`config.mk`:
```
export PLATFORM = sky130hd
export DESIGN_NAME = keyAccessCheck
export DESIGN_NICKNAME = d
export VERILOG_FILES = /design/src/rtl/keyPkg.sv /design/src/rtl/keyCtrl.sv /design/src/rtl/keyMatch.sv /design/src/rtl/keyDatapath.sv /design/src/rtl/keyAccessCheck.sv
export SDC_FILE = /design/constraint.sdc
export NUM_CORES = 2
export LEC_CHECK = 0
export BUFFER_PORTS_ARGS = -buffer_cell sky130_fd_sc_hd__buf_2
export CAP_MARGIN = 40
export CORE_ASPECT_RATIO = 0.8
export CORE_MARGIN = 5
export CORE_UTILIZATION = 32
export CTS_CLUSTER_SIZE = 30
export DETAILED_ROUTE_END_ITERATION = 6
export RECOVER_POWER = 100
export SYNTH_ARGS = -nofsm -noshare
export SYNTH_HDL_FRONTEND = slang
export SYNTH_SLANG_ARGS = --single-unit
```
`constraint.sdc`:
```
create_clock -name clk -period 2.8 [get_ports clk]
set_clock_uncertainty 0.05 [all_clocks]
set_input_delay 0 -clock clk [delete_from_list [all_inputs] [get_ports clk]]
set_output_delay 0 -clock clk [all_outputs]
set_load 0.01 [all_outputs]
```
`src/rtl/keyPkg.sv`:
```
package keyPkg;
  localparam int KEY_W_DEF   = 10;
  localparam int SLOTS_DEF   = 6;
  localparam int PAGE_W_DEF  = 8;
  localparam int TAG_W_DEF   = 4;
  localparam int CSR_W_DEF   = 64;

  localparam logic SEL_KEYS = 1'b0;
  localparam logic SEL_MASK = 1'b1;

  typedef struct packed {
    logic reqAccept;
    logic tblWrite;
    logic keyWrite;
    logic maskWrite;
  } ctrlStrobes_t;
endpackage

```
`src/rtl/keyCtrl.sv`:
```
module keyCtrl
  import keyPkg::*;
#(
  parameter int TAG_W = TAG_W_DEF
) (
  input  logic             clk,
  input  logic             rstN,
  input  logic             reqValid,
  input  logic [TAG_W-1:0] reqTag,
  input  logic             csrWe,
  input  logic             csrSel,
  input  logic             tblWe,
  output ctrlStrobes_t     strobes,
  output logic             rspValid,
  output logic [TAG_W-1:0] rspTag
);

  always_comb begin
    strobes.reqAccept = reqValid;
    strobes.tblWrite  = tblWe;
    strobes.keyWrite  = csrWe && (csrSel == SEL_KEYS);
    strobes.maskWrite = csrWe && (csrSel == SEL_MASK);
  end

  always_ff @(posedge clk) begin
    if (!rstN) begin
      rspValid <= 1'b0;
      rspTag   <= '0;
    end else begin
      rspValid <= reqValid;
      if (reqValid) rspTag <= reqTag;
    end
  end


  rsp_latency_chk: assert property (@(posedge clk) disable iff (!rstN)
    reqValid |=> rspValid);


  no_idle_rsp_chk: assert property (@(posedge clk) disable iff (!rstN)
    !reqValid |=> !rspValid);


  rsp_tag_chk: assert property (@(posedge clk) disable iff (!rstN)
    reqValid |=> (rspTag == $past(reqTag)));

endmodule

```
`src/rtl/keyMatch.sv`:
```
module keyMatch #(
  parameter int KEY_W = 10,
  parameter int SLOTS = 6
) (
  input  logic [SLOTS*KEY_W-1:0] slotKeys,
  input  logic [SLOTS-1:0]       slotValid,
  input  logic [KEY_W-1:0]       pageKey,
  output logic [SLOTS-1:0]       hitVec,
  output logic                   anyHit
);

  for (genvar i = 0; i < SLOTS; i++) begin : gSlot
    assign hitVec[i] = slotValid[i] && (slotKeys[i*KEY_W +: KEY_W] == pageKey);
  end

  assign anyHit = |hitVec;

endmodule

```
`src/rtl/keyDatapath.sv`:
```
module keyDatapath
  import keyPkg::*;
#(
  parameter int KEY_W  = KEY_W_DEF,
  parameter int SLOTS  = SLOTS_DEF,
  parameter int PAGE_W = PAGE_W_DEF,
  parameter int CSR_W  = CSR_W_DEF
) (
  input  logic              clk,
  input  logic              rstN,
  input  ctrlStrobes_t      strobes,
  input  logic [CSR_W-1:0]  csrWdata,
  input  logic [PAGE_W-1:0] tblPage,
  input  logic [KEY_W-1:0]  tblKey,
  input  logic [PAGE_W-1:0] reqPage,
  output logic              anyHit
);

  localparam int PAGES    = 1 << PAGE_W;
  localparam int KEY_BITS = SLOTS * KEY_W;

  logic [KEY_W-1:0]    keyTable [PAGES];
  logic [KEY_W-1:0]    pageKey;
  logic [KEY_BITS-1:0] slotKeys;
  logic [SLOTS-1:0]    slotValid;
  logic [SLOTS-1:0]    hitVec;
  logic                unusedHigh;

  assign unusedHigh = ^csrWdata[CSR_W-1:KEY_BITS];

  // table: read returns the pre-write content on a same-page collision
  always_ff @(posedge clk) begin
    if (strobes.tblWrite) keyTable[tblPage] <= tblKey;
    if (strobes.reqAccept) pageKey <= keyTable[reqPage];
  end

  always_ff @(posedge clk) begin
    if (!rstN) begin
      slotKeys  <= '0;
      slotValid <= '0;
    end else begin
      if (strobes.keyWrite)  slotKeys  <= csrWdata[KEY_BITS-1:0];
      if (strobes.maskWrite) slotValid <= csrWdata[SLOTS-1:0];
    end
  end

  keyMatch #(.KEY_W(KEY_W), .SLOTS(SLOTS)) uMatch (
    .slotKeys (slotKeys),
    .slotValid(slotValid),
    .pageKey  (pageKey),
    .hitVec   (hitVec),
    .anyHit   (anyHit)
  );


  key_load_chk: assert property (@(posedge clk) disable iff (!rstN)
    strobes.keyWrite |=> (slotKeys == $past(csrWdata[KEY_BITS-1:0])));


  mask_load_chk: assert property (@(posedge clk) disable iff (!rstN)
    strobes.maskWrite |=> (slotValid == $past(csrWdata[SLOTS-1:0])));


  table_store_chk: assert property (@(posedge clk) disable iff (!rstN)
    strobes.tblWrite |=> (keyTable[$past(tblPage)] == $past(tblKey)));

endmodule

```
`src/rtl/keyAccessCheck.sv`:
```
module keyAccessCheck
  import keyPkg::*;
#(
  parameter int KEY_W  = KEY_W_DEF,
  parameter int SLOTS  = SLOTS_DEF,
  parameter int PAGE_W = PAGE_W_DEF,
  parameter int TAG_W  = TAG_W_DEF,
  parameter int CSR_W  = CSR_W_DEF
) (
  input  logic              clk,
  input  logic              rstN,
  input  logic              csrWe,
  input  logic              csrSel,
  input  logic [CSR_W-1:0]  csrWdata,
  input  logic              tblWe,
  input  logic [PAGE_W-1:0] tblPage,
  input  logic [KEY_W-1:0]  tblKey,
  input  logic              reqValid,
  input  logic [PAGE_W-1:0] reqPage,
  input  logic [TAG_W-1:0]  reqTag,
  output logic              rspValid,
  output logic              rspGrant,
  output logic              rspFault,
  output logic [TAG_W-1:0]  rspTag
);

  ctrlStrobes_t strobes;
  logic         anyHit;

  keyCtrl #(.TAG_W(TAG_W)) uCtrl (
    .clk     (clk),
    .rstN    (rstN),
    .reqValid(reqValid),
    .reqTag  (reqTag),
    .csrWe   (csrWe),
    .csrSel  (csrSel),
    .tblWe   (tblWe),
    .strobes (strobes),
    .rspValid(rspValid),
    .rspTag  (rspTag)
  );

  keyDatapath #(.KEY_W(KEY_W), .SLOTS(SLOTS), .PAGE_W(PAGE_W), .CSR_W(CSR_W)) uData (
    .clk     (clk),
    .rstN    (rstN),
    .strobes (strobes),
    .csrWdata(csrWdata),
    .tblPage (tblPage),
    .tblKey  (tblKey),
    .reqPage (reqPage),
    .anyHit  (anyHit)
  );

  assign rspGrant = rspValid && anyHit;
  assign rspFault = rspValid && !anyHit;

endmodule

```
After elaboration in Yosys (flattened, before gate mapping)
Memory sizes are Yosys's and may differ from the RTL's. A register that Yosys moved wholly into a read port is not among the register bits. Cells that the tools add are included. W data, S select, Z words.

Reductions and logical operators: 12. Add/subtract/negate cells: 0. Shift-type cells: 0. $lt $le $gt $ge: 0. Divide/modulo/power cells: 0. Mux-type cells: 2. Bitwise gates (word level): 1. Multiply operators: 0. Equal/unequal tests: 6.

Operators by type and width (number): $eq A10 B10 Y1 (6); $logic_and A1 B1 Y1 (10); $reduce_or A6 Y1 (1); $mux W1 (2); $logic_not A1 Y1 (1); $not A1 Y1 (1).

Memories: 1. Input bits: 100. Register bits: 71. Memory bits (read-only): 0. Latch bits: 0. Memory bits (writable): 2560.

Memories: uData.keyTable (depth 256, bits a word 10, read ports 1, clocked after memory_dff 1, write ports 1, RTL line keyDatapath.sv:22) `logic [KEY_W-1:0] keyTable [PAGES];`.

Longest topological paths before layout
Depth after elaboration: 5. Mapped depth: 13. Mapped depth without buffers: 7.

Modules after synthesis
Synthesis repeated with hierarchy kept, for this count alone.

Cells, all modules: 4948. Area total of the unflattened synthesis: 102640.9 um^2.

By module, submodules not included: keyDatapath (times used 1, area each 101603.7 um^2, cells an instance 4830); keyMatch (times used 1, area each 809.5 um^2, cells an instance 97); keyCtrl (times used 1, area each 211.5 um^2, cells an instance 19); keyAccessCheck (times used 1, area each 16.3 um^2, cells an instance 2).

Worst setup path after synthesis
No wires, ideal clock.

Path type: input to register. From: in reqPage[0]. To: reg uData.pageKey[6] (read register of uData.keyTable), data pin. Stages: 10. Arrival: 1.883 ns. Slack: 0.596 ns. Data required time: 2.479 ns. Cell sequence: buf_6 -> buf_12 -> buf_6 -> buf_4 -> buf_6 -> mux4_2 -> nand3_1 -> nand2_1 -> a2111oi_0 -> nor3_1.

RTL lines: from (decl) (RTL line keyAccessCheck.sv:19) `input logic [PAGE_W-1:0] reqPage,`; to (decl) (RTL line keyDatapath.sv:23) `logic [KEY_W-1:0] pageKey;`.

Worst setup path in the final report
From: reg uData.pageKey[7] (read register of uData.keyTable). To: out rspGrant.

Cells in the longest elaborated chain, start to end: 4.

RTL lines: $eq A10 B10 Y1 (RTL line keyMatch.sv:13) `assign hitVec[i] = slotValid[i] && (slotKeys[i*KEY_W +: KEY_W] == pageKey);`; $logic_and A1 B1 Y1 (RTL line keyMatch.sv:13); $reduce_or A6 Y1 * (RTL line keyMatch.sv:16) `assign anyHit = |hitVec;`; $logic_and A1 B1 Y1 * (RTL line keyAccessCheck.sv:54) `assign rspGrant = rspValid && anyHit;`; to (decl) (RTL line keyAccessCheck.sv:22) `output logic rspGrant,`.

Every way passes the cells marked *; elsewhere a longest branch is shown, timed or not.

==> qor.csv <==
metric,value,unit
initial core utilization,32.17,%
GPL Wtd Cong,0.8856,
vias post-DR,57675,
CP Max Fanout,5,
Yosys warnings,0,
Hold Fails Final Rpt,0,
routed wire length,304.6,mm
top achievable clock speed,0.3253,GHz
GRT Util Overall,17.61,%
"Critical Path, Cell by Cell",buf_4 > xnor2_1 > nand4_1 > nor2_2 > nand4_1 > o311ai_4 > and2_1 > buf_2,
Worst Hold Class,in2reg,
placed cells,10117,
Cell variety after synth,74,
DR pass1 iterations,6,
vias in the first global route,57166,
IO Pins,107,
Sinks on Clock Net,2641,
number of enable flip-flop cells after synthesis,2570,
first-pass GRT wire length,431.0,mm
Synth Cell Area,103500,um^2
Synth Instances,5219,
required time of the worst setup path,2750,ps
"Net Count, Synth",5319,
fin crit share,109.8,%
WP buf/inv,2,
Setup-failing EPs final,446,
"Seq/Total Area, Yosys",75.95,%
die footprint,334900,um^2
Slew headroom,-105.5,%
crit path max-delay cell type,edfxtp_1,
top cell type's share of synthesized area,74.58,%
fillers,29014,
"most used cell, CP",nand4_1,
startpoint class of the critical path,flip-flop,
leading cell types by total area after synthesis,"edfxtp_1, mux4_2, mux2i_1",
VDD IR max,0.5543,mV
outcome,"finished, violations left",
Clock Root Buffer,clkbuf_16,
Antenna Nets Post-Route,0,
fraction of layout instances using a drive strength above 1,25.38,%
Power Density,654.0,nW/um^2
CTS tree,done,
leakage,0.03991,uW
post-synth top area cell,edfxtp_1,
failing checks,"capacitance limit, slew limit, setup timing",
"Avg Cell Area, Syn",19.83,um^2
max cap viols,11,
H-tree levels,4,
Max clock buf depth,4,
worst-skew pair later-pin latency,920,ps
Least-Margin Pin Slew,3082,ps
nets,6430,
grt ovf,0,
post-route insts no fill,10839,
crit end category,primary output,
via/cell ratio,5.321,
I/O Buffers,102,
area grow syn2layout,19.90,%
DR iter-0 viols,7558,
CP top delay family,simple AND/OR/NAND/NOR gates,
row count,186,
CTS buffer count,236,
"Primary FF master, synth",edfxtp_1,
Die W,645.8,um
crit path DAT,3020,ps
Routed WL per cell,28.10,um
die extent in y,518.6,um
Final Worst Setup Slack,-274.2,ps
#FFs+latches synth,2641,
CP max stage delay,540,ps
DP HPWL,194.3,mm
core area,321600,um^2
clock transition at the registers of the reported paths,70,ps
initial antenna violation count,15,
RSZ-0062 raised after global routing,true,
hold slack,99.47,ps
largest net degree at the start of global routing,120,
# DRC,0,
CP Class,reg2out,
async set-reset flop share out of synthesis,0,%
Max Slew Vio Count,851,
crit path time final,3074,ps
[final cells by class]
class / count / area (um^2) / area share [%]
diodes: 3 / 7.507 / 0.006051
multi-input cells: 2253 / 23130 / 18.65
clock buffers: 284 / 6128 / 4.939
well taps: 4324 / 5410 / 4.360
flip-flops and latches: 2641 / 78600 / 63.35
inverters: 6 / 26.28 / 0.02118
clock inverters: 136 / 1246 / 1.004
repair buffers: 1192 / 9525 / 7.677
[per-layer routing]
metal	routed length (um)	track usage (%)	share of wire, %
met4	8641	4.444	2.8
met3	31650	4.076	10
met1	128300	25.77	42
met2	136000	26.50	45
met5	13	0	0.0043
[worst min-delay path, cell delays in order]
cell           delay, ps
dlygate4sd3_1        550
buf_2                200
nand3_1              100
a21boi_0              80
[synth_stat cells (13+ instances only)]
| cell type | instances |
|---|---|
| buf_1 | 22 |
| a31oi_1 | 21 |
| buf_2 | 73 |
| clkbuf_1 | 131 |
| nand2_1 | 292 |
| mux2_2 | 20 |
| mux4_2 | 532 |
| nor2b_1 | 26 |
| mux2i_1 | 292 |
| nor3_1 | 29 |
| xnor2_1 | 52 |
| a211oi_1 | 13 |
| o21ai_0 | 48 |
| buf_6 | 56 |
| nand3_1 | 72 |
| buf_4 | 21 |
| o22ai_1 | 78 |
| o221ai_1 | 64 |
| a21boi_0 | 67 |
| a221oi_1 | 18 |
| and3_1 | 17 |
| edfxtp_1 | 2570 |
| buf_8 | 13 |
| a22oi_1 | 42 |
| a21oi_1 | 61 |
| nor2_1 | 326 |
| nand4_1 | 38 |
| dfxtp_1 | 71 |
[cell usage in the layout, fill, tap and decap left out, types with 63 or more instances in the layout]
cell and instances:
a21boi_0 67, dlygate4sd3_1 277, nor2_1 322, clkbuf_1 219, buf_2 85, nand2_1 291
clkbuf_16 238, clkbuf_2 171, o22ai_1 77, dfxtp_1 71, buf_12 89, o221ai_1 63
buf_4 372, nand3_1 72, edfxtp_1 2570, mux2i_1 291, mux4_2 532
[registers in the layout, indices dropped and copies added, names as in the netlist]
| name | flops |
|---|---|
| uData.slotValid | 6 |
| uData.slotKeys | 60 |
| uData.pageKey | 10 |
| uCtrl.rspTag | 4 |
| uData.keyTable | 2560 |
| uCtrl.rspValid | 1 |
[cell families (layout without fill, tap and decap cells)]
kind of cell | after synthesis | in the layout | synth area share [%]
compound gates | 487 | 487 | 3.350
flops | 2641 | 2641 | 75.95
simple gates | 860 | 860 | 3.621
buf+inv | 325 | 1618 | 1.924
mux | 846 | 846 | 14.65
other cells | 0 | 3 | 0
xor+xnor | 60 | 60 | 0.5078
[report_power, final]
part	leakage [uW]	total [uW]	switching, uW	internal (uW)
clock	0.00360	31900	14200	17700
sequential	0.0237	43600	78.1	43500
combinational	0.0126	5640	3390	2250
total	0.0399	81100	17700	63400
[worst paths after layout]
check	from	to	slack [ps]	cells after the start
worst max-delay path	uData.pageKey[7]	rspGrant	-270	8
worst min-delay path	csrSel	uData.slotValid[0]	100	4
worst max register to register	uData.keyTable[215][4]	uData.pageKey[4]	0	7
worst min register to register	uData.slotKeys[52]	uData.slotKeys[52]	440	2
[repair_timing]
| item | in CTS | in global routing |
|---|---|---|
| hold buffers | 277 | 0 |
| endpoints found under the hold margin | 3097 | 0 |
| cloned | 0 | 0 |
| pin swaps | 5 | 8 |
| setup endpoints to repair | 8 | 48 |
| resized for setup | 25 | 18 |
| setup buffers | 14 | 9 |
[through the flow]
step / setup TNS (ps) / utilization (%) / setup slack (ps) / power (uW) / instance area [um^2]
after floorplan: 0 / - / 596.1 / 46780 / 103500
after global placement: -5823 / 35.69 / -1226 / 49530 / 114800
after detailed placement: -3582 / 35.71 / -670.5 / 49600 / 114800
after CTS: -134.3 / 38.97 / -104.1 / 81550 / 125300
after global routing: -76790 / 38.58 / -339.6 / 83560 / 124100
final: -33980 / 38.58 / -274.2 / 81150 / 124100
Power figures use the tool's default switching activity.
